`src/rtl/pwm3_pkg.sv`:
```
package pwm3_pkg;

    // Sequencer states for the shared counter.
    typedef enum logic [1:0] {
        ST_OFF  = 2'd0,
        ST_RUN  = 2'd1,
        ST_HOLD = 2'd2
    } pwm_state_e;

endpackage

```
`src/rtl/pwm3_seq.sv`:
```
module pwm3_seq
    import pwm3_pkg::*;
#(
    parameter int CNT_W = 16
) (
    input  logic             clk,
    input  logic             rst_n,
    input  logic             en,
    input  logic [CNT_W-1:0] period,
    output logic [CNT_W-1:0] cnt_q,
    output pwm_state_e       state_q,
    output logic             load,
    output logic             active,
    output logic             per_hit
);

    localparam logic [CNT_W-1:0] CNT_ONE = CNT_W'(1);

    pwm_state_e state_d;

    // State register.
    always_ff @(posedge clk or negedge rst_n) begin
        if (!rst_n) begin
            state_q <= ST_OFF;
        end else begin
            state_q <= state_d;
        end
    end

    // Transitions: start, pause, resume, stay.
    always_comb begin
        state_d = state_q;
        unique case (state_q)
            ST_OFF:  if (en)  state_d = ST_RUN;   // start
            ST_RUN:  if (!en) state_d = ST_HOLD;  // pause
            ST_HOLD: if (en)  state_d = ST_RUN;   // resume
            default: state_d = ST_OFF;
        endcase
    end

    // Decoded controls for the counter and the channels.
    always_comb begin
        load    = 1'b0;
        active  = 1'b0;
        unique case (state_q)
            ST_OFF, ST_HOLD: load   = en;
            ST_RUN:          active = en;
            default: begin
                load   = 1'b0;
                active = 1'b0;
            end
        endcase
        per_hit = active && (cnt_q == period);
    end

    // Shared up-counter.
    always_ff @(posedge clk or negedge rst_n) begin
        if (!rst_n) begin
            cnt_q <= '0;
        end else if (load) begin
            cnt_q <= '0;
        end else if (active) begin
            if (per_hit) begin
                cnt_q <= '0;
            end else begin
                cnt_q <= cnt_q + CNT_ONE;
            end
        end
    end

endmodule

```
`src/rtl/pwm3_chan.sv`:
```
module pwm3_chan #(
    parameter int CNT_W = 16
) (
    input  logic             clk,
    input  logic             rst_n,
    input  logic             load,
    input  logic             active,
    input  logic             per_hit,
    input  logic [CNT_W-1:0] cnt,
    input  logic [CNT_W-1:0] period,
    input  logic [CNT_W-1:0] duty,
    input  logic             pol,
    output logic             out_q,
    output logic             duty_hit
);

    logic same_val;
    logic out_d;

    always_comb begin
        same_val = (duty == period);
        duty_hit = active && (cnt == duty);
        out_d    = out_q;
        if (load) begin
            out_d = pol;
        end else if (!same_val) begin
            if (per_hit) begin
                out_d = pol;
            end else if (duty_hit) begin
                out_d = ~pol;
            end
        end
    end

    always_ff @(posedge clk or negedge rst_n) begin
        if (!rst_n) begin
            out_q <= 1'b0;
        end else begin
            out_q <= out_d;
        end
    end

endmodule

```
`src/rtl/pwm3_unit.sv`:
```
module pwm3_unit
    import pwm3_pkg::*;
#(
    parameter int CNT_W  = 16,
    parameter int NUM_CH = 3
) (
    input  logic                    clk,
    input  logic                    rst_n,
    input  logic                    en,
    input  logic [CNT_W-1:0]        period,
    input  logic [NUM_CH*CNT_W-1:0] duty_val,
    input  logic [NUM_CH-1:0]       pol,
    output logic [NUM_CH-1:0]       pwm_out,
    output logic                    match_period,
    output logic [NUM_CH-1:0]       match_duty
);

    logic [CNT_W-1:0] cnt_q;
    pwm_state_e       state_q;
    logic             load;
    logic             active;
    logic             per_hit;

    pwm3_seq #(.CNT_W(CNT_W)) u_seq (
        .clk     (clk),
        .rst_n   (rst_n),
        .en      (en),
        .period  (period),
        .cnt_q   (cnt_q),
        .state_q (state_q),
        .load    (load),
        .active  (active),
        .per_hit (per_hit)
    );

    assign match_period = per_hit;

    for (genvar gi = 0; gi < NUM_CH; gi++) begin : g_ch
        pwm3_chan #(.CNT_W(CNT_W)) u_chan (
            .clk      (clk),
            .rst_n    (rst_n),
            .load     (load),
            .active   (active),
            .per_hit  (per_hit),
            .cnt      (cnt_q),
            .period   (period),
            .duty     (duty_val[gi*CNT_W +: CNT_W]),
            .pol      (pol[gi]),
            .out_q    (pwm_out[gi]),
            .duty_hit (match_duty[gi])
        );
    end

endmodule

```
`config.mk`:
```
export PLATFORM = sky130hd
export DESIGN_NAME = pwm3_unit
export DESIGN_NICKNAME = d
export VERILOG_FILES = /design/src/rtl/pwm3_pkg.sv /design/src/rtl/pwm3_seq.sv /design/src/rtl/pwm3_chan.sv /design/src/rtl/pwm3_unit.sv
export SDC_FILE = /design/constraint.sdc
export NUM_CORES = 1
export LEC_CHECK = 0
export BUFFER_PORTS_ARGS = -buffer_cell sky130_fd_sc_hd__buf_2
export CORE_MARGIN = 3
export CORE_UTILIZATION = 52
export CTS_CLUSTER_DIAMETER = 120
export CTS_CLUSTER_SIZE = 40
export DETAILED_ROUTE_END_ITERATION = 8
export PLACE_DENSITY = 0.78
export REMOVE_ABC_BUFFERS = 1
export SLEW_MARGIN = 15
export SYNTH_ARGS = -nofsm -noshare
export SYNTH_HDL_FRONTEND = slang
export SYNTH_SLANG_ARGS = --single-unit
```
`constraint.sdc`:
```
create_clock -name clk -period 2 [get_ports clk]
set_clock_uncertainty 0.15 [all_clocks]
set_input_delay 0.2 -clock clk [delete_from_list [all_inputs] [get_ports clk]]
set_output_delay 0.2 -clock clk [all_outputs]
set_load 0.01 [all_outputs]
```
-- After elaboration in Yosys (flattened, before gate mapping)
Index checks and enable logic that the tools add are counted.
- input bits: 70
- flip-flop bits (word level): 21
- output and inout bits: 7
- word-level logic and storage cells: 57
- bitwise operators: 3
- equal/unequal tests: 14
- reduce and logical (&&, ||, !) cells: 14
- $add $sub $neg: 1
- multiplexer cells: 20
- operators by type and width (operator ; number):
    16-bit equality test ; 7
    16-bit 2-to-1 mux ; 3
    16-bit by 1-bit adder with 16-bit output (second input constant) ; 1
    1-bit 2-to-1 mux ; 14
    3-bit nonzero test ; 3
    2-bit AND reduction ; 4
    2-bit inequality test (second input constant) ; 3
    1-bit logical AND ; 4
    2-bit 2-to-1 mux ; 2
    2-bit by 1-bit inequality test with 1-bit output (second input constant) ; 2
    2-bit one-hot mux with 2 select lines ; 1
    1-bit NOT ; 3
    2-bit by 1-bit equality test with 1-bit output (second input constant) ; 1
    2-bit equality test (second input constant) ; 1
    2-bit zero test ; 1
    2-bit nonzero test ; 1
    2-bit OR reduction ; 1

-- Logic depth before layout (Yosys ltp)
- word-level depth: 7
- mapped depth: 8

-- Modules after synthesis
From an unflattened synthesis, not the netlist that was laid out.
- cell total of the unflattened synthesis: 296
- area, all modules: 2511.2 µm²
- by module, submodules not included (module ; instances ; area each (µm²) ; cells each ; sequential area each (µm²)):
    pwm3_chan ; 3 ; 419.2 ; 53 ; 25.0
    pwm3_seq ; 1 ; 1253.7 ; 137 ; 450.4

-- Worst setup path before layout
Ideal clock, no wire load.
- path kind: register -> register
- start point: reg u_seq.cnt_q[0]
- end point: reg g_ch[1].u_chan.out_q
- stages on the path, launching flop included: 9
- period minus slack after synthesis: 1.886 ns
- path slack: 0.114 ns
- path buffers: 2
- data required time: 1.723 ns
- arrival: 1.609 ns
- path through: dfrtp_1 buf_2 xor2_1 nor4_1 nand4_1 o21bai_2 buf_6 o221a_2 o211ai_2
- longest elaborated chain between the ends: 5
- RTL lines (item ; RTL line ; source):
    start, declared ; pwm3_seq.sv:10 ; output logic [CNT_W-1:0] cnt_q,
    start signal, assigned ; pwm3_seq.sv:66 ; cnt_q <= cnt_q + CNT_ONE;
    16-bit equality test ; pwm3_seq.sv:53 ; per_hit = active && (cnt_q == period);
    1-bit logical AND ; pwm3_seq.sv:53 ;
    1-bit 2-to-1 mux ; pwm3_chan.sv:27 ; if (per_hit) begin
    1-bit 2-to-1 mux ; pwm3_chan.sv:26 ; end else if (!same_val) begin
    1-bit 2-to-1 mux ; pwm3_chan.sv:24 ; if (load) begin
    end signal, assigned ; pwm3_chan.sv:39 ; out_q <= out_d;
    end, declared ; pwm3_chan.sv:13 ; output logic out_q,
Several ways; a longest one is shown, not always the timed one. The select of a mux whose other input is x is not followed.
A chain may end at the register's enable or synchronous reset.

-- Worst setup path in the final report
- start point: reg u_seq.cnt_q[1]
- end point: reg u_seq.cnt_q[14]
- longest elaborated chain between the ends: 5
- RTL lines (item ; RTL line ; source):
    parallel branches: the longest is 2 deep, another holds 16-bit by 1-bit adder with 16-bit output ; - ;
    16-bit 2-to-1 mux * ; pwm3_seq.sv:63 ; if (per_hit) begin
    16-bit 2-to-1 mux * ; pwm3_seq.sv:62 ; end else if (active) begin
    16-bit 2-to-1 mux * ; pwm3_seq.sv:60 ; end else if (load) begin
Mark *: on every way between the ends. The select of a mux whose other input is x is not followed.

==> impl_results.html <==
<table>
<tr><th>Metric</th><th>Value</th></tr>
<tr><th colspan="2">Timing</th></tr>
<tr><td>Setup ws final</td><td>-0.269 ns</td></tr>
<tr><td>Slew at the pin with the worst max-slew slack</td><td>0.605 ns</td></tr>
<tr><td>Fmax</td><td>0.441 GHz</td></tr>
<tr><td>Crit share post-route</td><td>1.13</td></tr>
<tr><td>Max-slew violation total from the final report</td><td>0</td></tr>
<tr><td>Hold Violations, Final</td><td>0</td></tr>
<tr><td>Clock period minus worst slack</td><td>2.27 ns</td></tr>
<tr><td>Setup repair after global routing missed its margin</td><td>true</td></tr>
<tr><td>Finish-stage setup viols</td><td>23</td></tr>
<tr><td>Hold slack</td><td>0.0172 ns</td></tr>
<tr><td>Worst relative slew slack</td><td>0.593</td></tr>
<tr><th colspan="2">Floorplan</th></tr>
<tr><td>Total number of placement rows</td><td>24</td></tr>
<tr><td>Die X-Extent</td><td>74.7 µm</td></tr>
<tr><td>Die Height</td><td>74.7 µm</td></tr>
<tr><td>Die Footprint</td><td>5580 µm²</td></tr>
<tr><td>Core Region</td><td>4440 µm²</td></tr>
<tr><td>Starting density of the core</td><td>0.552</td></tr>
<tr><td>Count of pins on the block boundary</td><td>77</td></tr>
<tr><th colspan="2">Detailed routing</th></tr>
<tr><td>DRT met1 WL</td><td>3540 µm</td></tr>
<tr><td>Wire length on met3</td><td>960 µm</td></tr>
<tr><td>Detail-routed net length per standard cell</td><td>21.7 µm</td></tr>
<tr><td>Residual antenna-violating net count after detailed routing</td><td>0</td></tr>
<tr><td>Met2 WL post-DR</td><td>4610 µm</td></tr>
<tr><td>Top layer used by detailed routing</td><td>met4</td></tr>
<tr><td>First-pass detailed-route iteration total</td><td>5</td></tr>
<tr><td>Vias</td><td>2,718</td></tr>
<tr><td>Vias per cell</td><td>6.09</td></tr>
<tr><td>Detailed Route WL</td><td>9690 µm</td></tr>
<tr><td>Number of DRC violations after detailed-routing iteration 0</td><td>319</td></tr>
<tr><td>Drc violations</td><td>0</td></tr>
<tr><th colspan="2">Yosys</th></tr>
<tr><td>Post-synthesis register bit count</td><td>21</td></tr>
<tr><td>Number of enable-type register cells in the synthesized netlist</td><td>0</td></tr>
<tr><td>Post-synthesis async set-or-reset flop share</td><td>1.00</td></tr>
<tr><td>Synth Warn #</td><td>0</td></tr>
<tr><td>Largest cells by area after synthesis</td><td>sky130_fd_sc_hd__xnor2_1 (36%), sky130_fd_sc_hd__dfrtp_1 (21%), sky130_fd_sc_hd__xor2_1 (9.6%), sky130_fd_sc_hd__nand4_1 (5.9%), sky130_fd_sc_hd__nor2_1 (3.7%)</td></tr>
<tr><td>Most common library cells after synthesis</td><td>sky130_fd_sc_hd__xnor2_1 (100), sky130_fd_sc_hd__xor2_1 (27), sky130_fd_sc_hd__nor2_1 (24), sky130_fd_sc_hd__nand4_1 (23), sky130_fd_sc_hd__dfrtp_1 (21)</td></tr>
<tr><td>Area leader, netlist</td><td>sky130_fd_sc_hd__xnor2_1</td></tr>
<tr><td>Sequential share of the synthesized area</td><td>0.214</td></tr>
<tr><td>Total standard cell area after synthesis</td><td>2450 µm²</td></tr>
<tr><td>Distinct cell type count of the synthesized netlist</td><td>25</td></tr>
<tr><td>Most common cell in the netlist</td><td>sky130_fd_sc_hd__xnor2_1</td></tr>
<tr><td>Most used flip-flop cell after synthesis</td><td>sky130_fd_sc_hd__dfrtp_1</td></tr>
<tr><td>Mean cell area of the mapped netlist</td><td>8.49 µm²</td></tr>
<tr><td>Portion of synthesized cell area occupied by the leading cell type</td><td>0.357</td></tr>
<tr><td>Cells after synthesis</td><td>289</td></tr>
<tr><th colspan="2">Placed design</th></tr>
<tr><td>Detail Placement HPWL</td><td>6180 µm</td></tr>
<tr><td>DP Cell Count</td><td>421</td></tr>
<tr><td>Setup slack after placement</td><td>-0.0376 ns</td></tr>
<tr><td>Placer's final routability congestion estimate</td><td>0.957</td></tr>
<tr><td>Number of buffers added on ports</td><td>76</td></tr>
<tr><th colspan="2">Clocking</th></tr>
<tr><td>TritonCTS clock tree</td><td>built</td></tr>
<tr><td>Clock transition at path regs</td><td>0.09 ns</td></tr>
<tr><td>Deepest level of the CTS H-tree</td><td>1</td></tr>
<tr><td>Clock Root Buffer</td><td>sky130_fd_sc_hd__clkbuf_8</td></tr>
<tr><td>Maximum count of clock buffers along a single path</td><td>2</td></tr>
<tr><td>Clock latency on the worst-skew pair</td><td>0.27 ns</td></tr>
<tr><td>Number of clock buffers inserted by TritonCTS</td><td>3</td></tr>
<tr><td># clock sinks</td><td>21</td></tr>
<tr><th colspan="2">Power</th></tr>
<tr><td>Combinational share of power</td><td>0.446</td></tr>
<tr><td>Flop pwr share</td><td>0.340</td></tr>
<tr><td>Final total power</td><td>1.42 mW</td></tr>
<tr><td>Total power per unit cell area</td><td>402 nW/µm²</td></tr>
<tr><td>Internal power summed over all cells</td><td>0.904 mW</td></tr>
<tr><td>Switching power share of the total</td><td>0.362</td></tr>
<tr><td>Largest voltage drop on the vdd net</td><td>0.341 mV</td></tr>
<tr><td>Clock power share</td><td>0.214</td></tr>
<tr><td>Leakage power</td><td>1.45 nW</td></tr>
<tr><td>Switching power</td><td>0.513 mW</td></tr>
<tr><th colspan="2">Global route</th></tr>
<tr><td>Number of antenna violations at the first check in global routing</td><td>0</td></tr>
<tr><td>Tot GR Track Use</td><td>0.307</td></tr>
<tr><td>Largest net degree at the start of global routing</td><td>22</td></tr>
<tr><td>Vias in the first global route</td><td>2,511</td></tr>
<tr><td>Final global-route overflow total</td><td>0</td></tr>
<tr><td>Wire length of the first global-routing pass</td><td>12,600 µm</td></tr>
<tr><th colspan="2">Cells and area</th></tr>
<tr><td>Layout Nets</td><td>466</td></tr>
<tr><td>Multi-input combinational cell area</td><td>2040 µm²</td></tr>
<tr><td>Cell Count, Final, Fillers Out</td><td>446</td></tr>
<tr><td>Share of cells above drive strength 1</td><td>0.452</td></tr>
<tr><td>Layout overhead on the synthesized area</td><td>43.7%</td></tr>
<tr><td>Antenna diode instance count</td><td>0</td></tr>
<tr><td>Filler instances</td><td>285</td></tr>
<tr><td>Area of all sequential standard cells</td><td>531 µm²</td></tr>
<tr><td>Post-route core utilization</td><td>0.793</td></tr>
<tr><th colspan="2">Critical path</th></tr>
<tr><td>Worst-path fanout max</td><td>8</td></tr>
<tr><td>Required time at the worst-slack endpoint</td><td>2.00 ns</td></tr>
<tr><td>Endpoint arrival time on the critical path</td><td>2.27 ns</td></tr>
<tr><td>Capturing element type of the critical path</td><td>register</td></tr>
<tr><td>Startpoint kind of the worst setup timing path</td><td>register</td></tr>
<tr><td>Classification of the worst setup path</td><td>reg -&gt; reg</td></tr>
<tr><th colspan="2">Outcome</th></tr>
<tr><td>Failing checks</td><td>negative setup slack</td></tr>
<tr><td>Run status</td><td>finished, violations left</td></tr>
<tr><th colspan="2">Job</th></tr>
<tr><td># Max-Cap Violations</td><td>0</td></tr>
<tr><th colspan="2">Worst hold path</th></tr>
<tr><td>Hold Path Class</td><td>in -&gt; reg</td></tr>
</table>
## final cells by class
type / instances / area share
multi-input cells: 241 / 0.580
repair buffers: 126 / 0.236
flip-flops and latches: 21 / 0.151
well taps: 52 / 0.0185
clock buffers: 4 / 0.0128
inverters: 2 / 0.00213
## metal layers
| layer | global-route usage | up-vias |
|---|---|---|
| met3 | 0.0574 | 48 |
| li1 | - | 1166 |
| met2 | 0.512 | 207 |
| met4 | 0.144 | 0 |
| met5 | 0 | - |
| met1 | 0.384 | 1297 |
## worst max-delay path, cell delays in order, from the launching register on
cell and delay, ns:
sky130_fd_sc_hd__dfrtp_2 0.48, sky130_fd_sc_hd__xor2_2 0.18, sky130_fd_sc_hd__nor4_2 0.32, sky130_fd_sc_hd__nand4_1 0.21, sky130_fd_sc_hd__buf_4 0.20, sky130_fd_sc_hd__o21bai_4 0.25
sky130_fd_sc_hd__buf_6 0.15, sky130_fd_sc_hd__clkbuf_16 0.16, sky130_fd_sc_hd__nor2_4 0.04
## sequential cells by signal, summed over array words and instances, names as in the netlist
register	count
g_ch.u_chan.out_q	3
u_seq.state_q	2
u_seq.cnt_q	16
## cells by family (layout without fill, tap and decap cells)
logic type               after synthesis  count (layout)  synth area share
buffers and inverters                 27             132            0.0760
AND/OR/NAND/NOR                      104             104             0.212
XOR/XNOR                             127             127             0.453
AO/OA/AOI/OAI                          8               8            0.0352
adder cells (fa/ha/maj)                1               1           0.00510
flip-flops                            21              21             0.214
multiplexers                           1               1           0.00459
## power by group through the flow
stage	sequential, mW	clock [mW]	combinational (mW)
3_5_place_dp	0.486	0	0.495
4_1_cts	0.478	0.303	0.549
2_1_floorplan	0.494	0	0.247
3_3_place_gp	0.483	0	0.486
5_1_grt	0.485	0.316	0.661
6_report	0.482	0.303	0.632
## what timing repair did
item | CTS | global route
pin swaps | 25 | 19
gates cloned | 0 | 1
hold buffers | 2 | 0
resized for setup | 36 | 37
buffers inserted | 13 | 5
endpoints found under the hold margin | 22 | 0
setup endpoints to repair | 19 | 23
## metrics by stage
stage          setup TNS (ns)  instance area [µm²]
2_1_floorplan          -0.489                 2270
3_3_place_gp          -0.0670                 2940
3_5_place_dp           -0.426                 2940
4_1_cts                -0.351                 3300
5_1_grt                 -5.73                 3520
6_report                -5.27                 3520
## worst paths after layout
kind,start,to,slack (ns),depth (start not counted)
setup reg to reg,u_seq.cnt_q[1]$_DFFE_PN0P_,u_seq.cnt_q[14]$_DFFE_PN0P_,-0.27,8
setup / recovery,u_seq.cnt_q[1]$_DFFE_PN0P_,u_seq.cnt_q[14]$_DFFE_PN0P_,-0.27,8
max in group asynchronous,rst_n,u_seq.cnt_q[11]$_DFFE_PN0P_,1.00,2
min in group asynchronous,rst_n,u_seq.state_q[1]$_DFFE_PN0P_,0.30,2
hold / removal,pol[1],g_ch[1].u_chan.out_q$_DFFE_PN0P_,0.02,2
hold reg to reg,u_seq.state_q[0]$_DFFE_PN0P_,u_seq.state_q[1]$_DFFE_PN0P_,0.45,2
## cell usage in the layout (no fill, tap or decap), drive strengths merged
cell	instances
clkbuf	5
o211ai	3
nor4	9
mux2	1
dlygate4sd3	2
buf	123
nand2b	3
o21bai	1
o221a	3
dfrtp	21
and2	1
nor3	4
nor2b	1
inv	2
nor2	24
xnor2	100
xor2	27
and3	4
ha	1
nand2	18
a22o	1
nand4	23
nand3	17
Note: power is estimated with default switching activity, not from simulation.
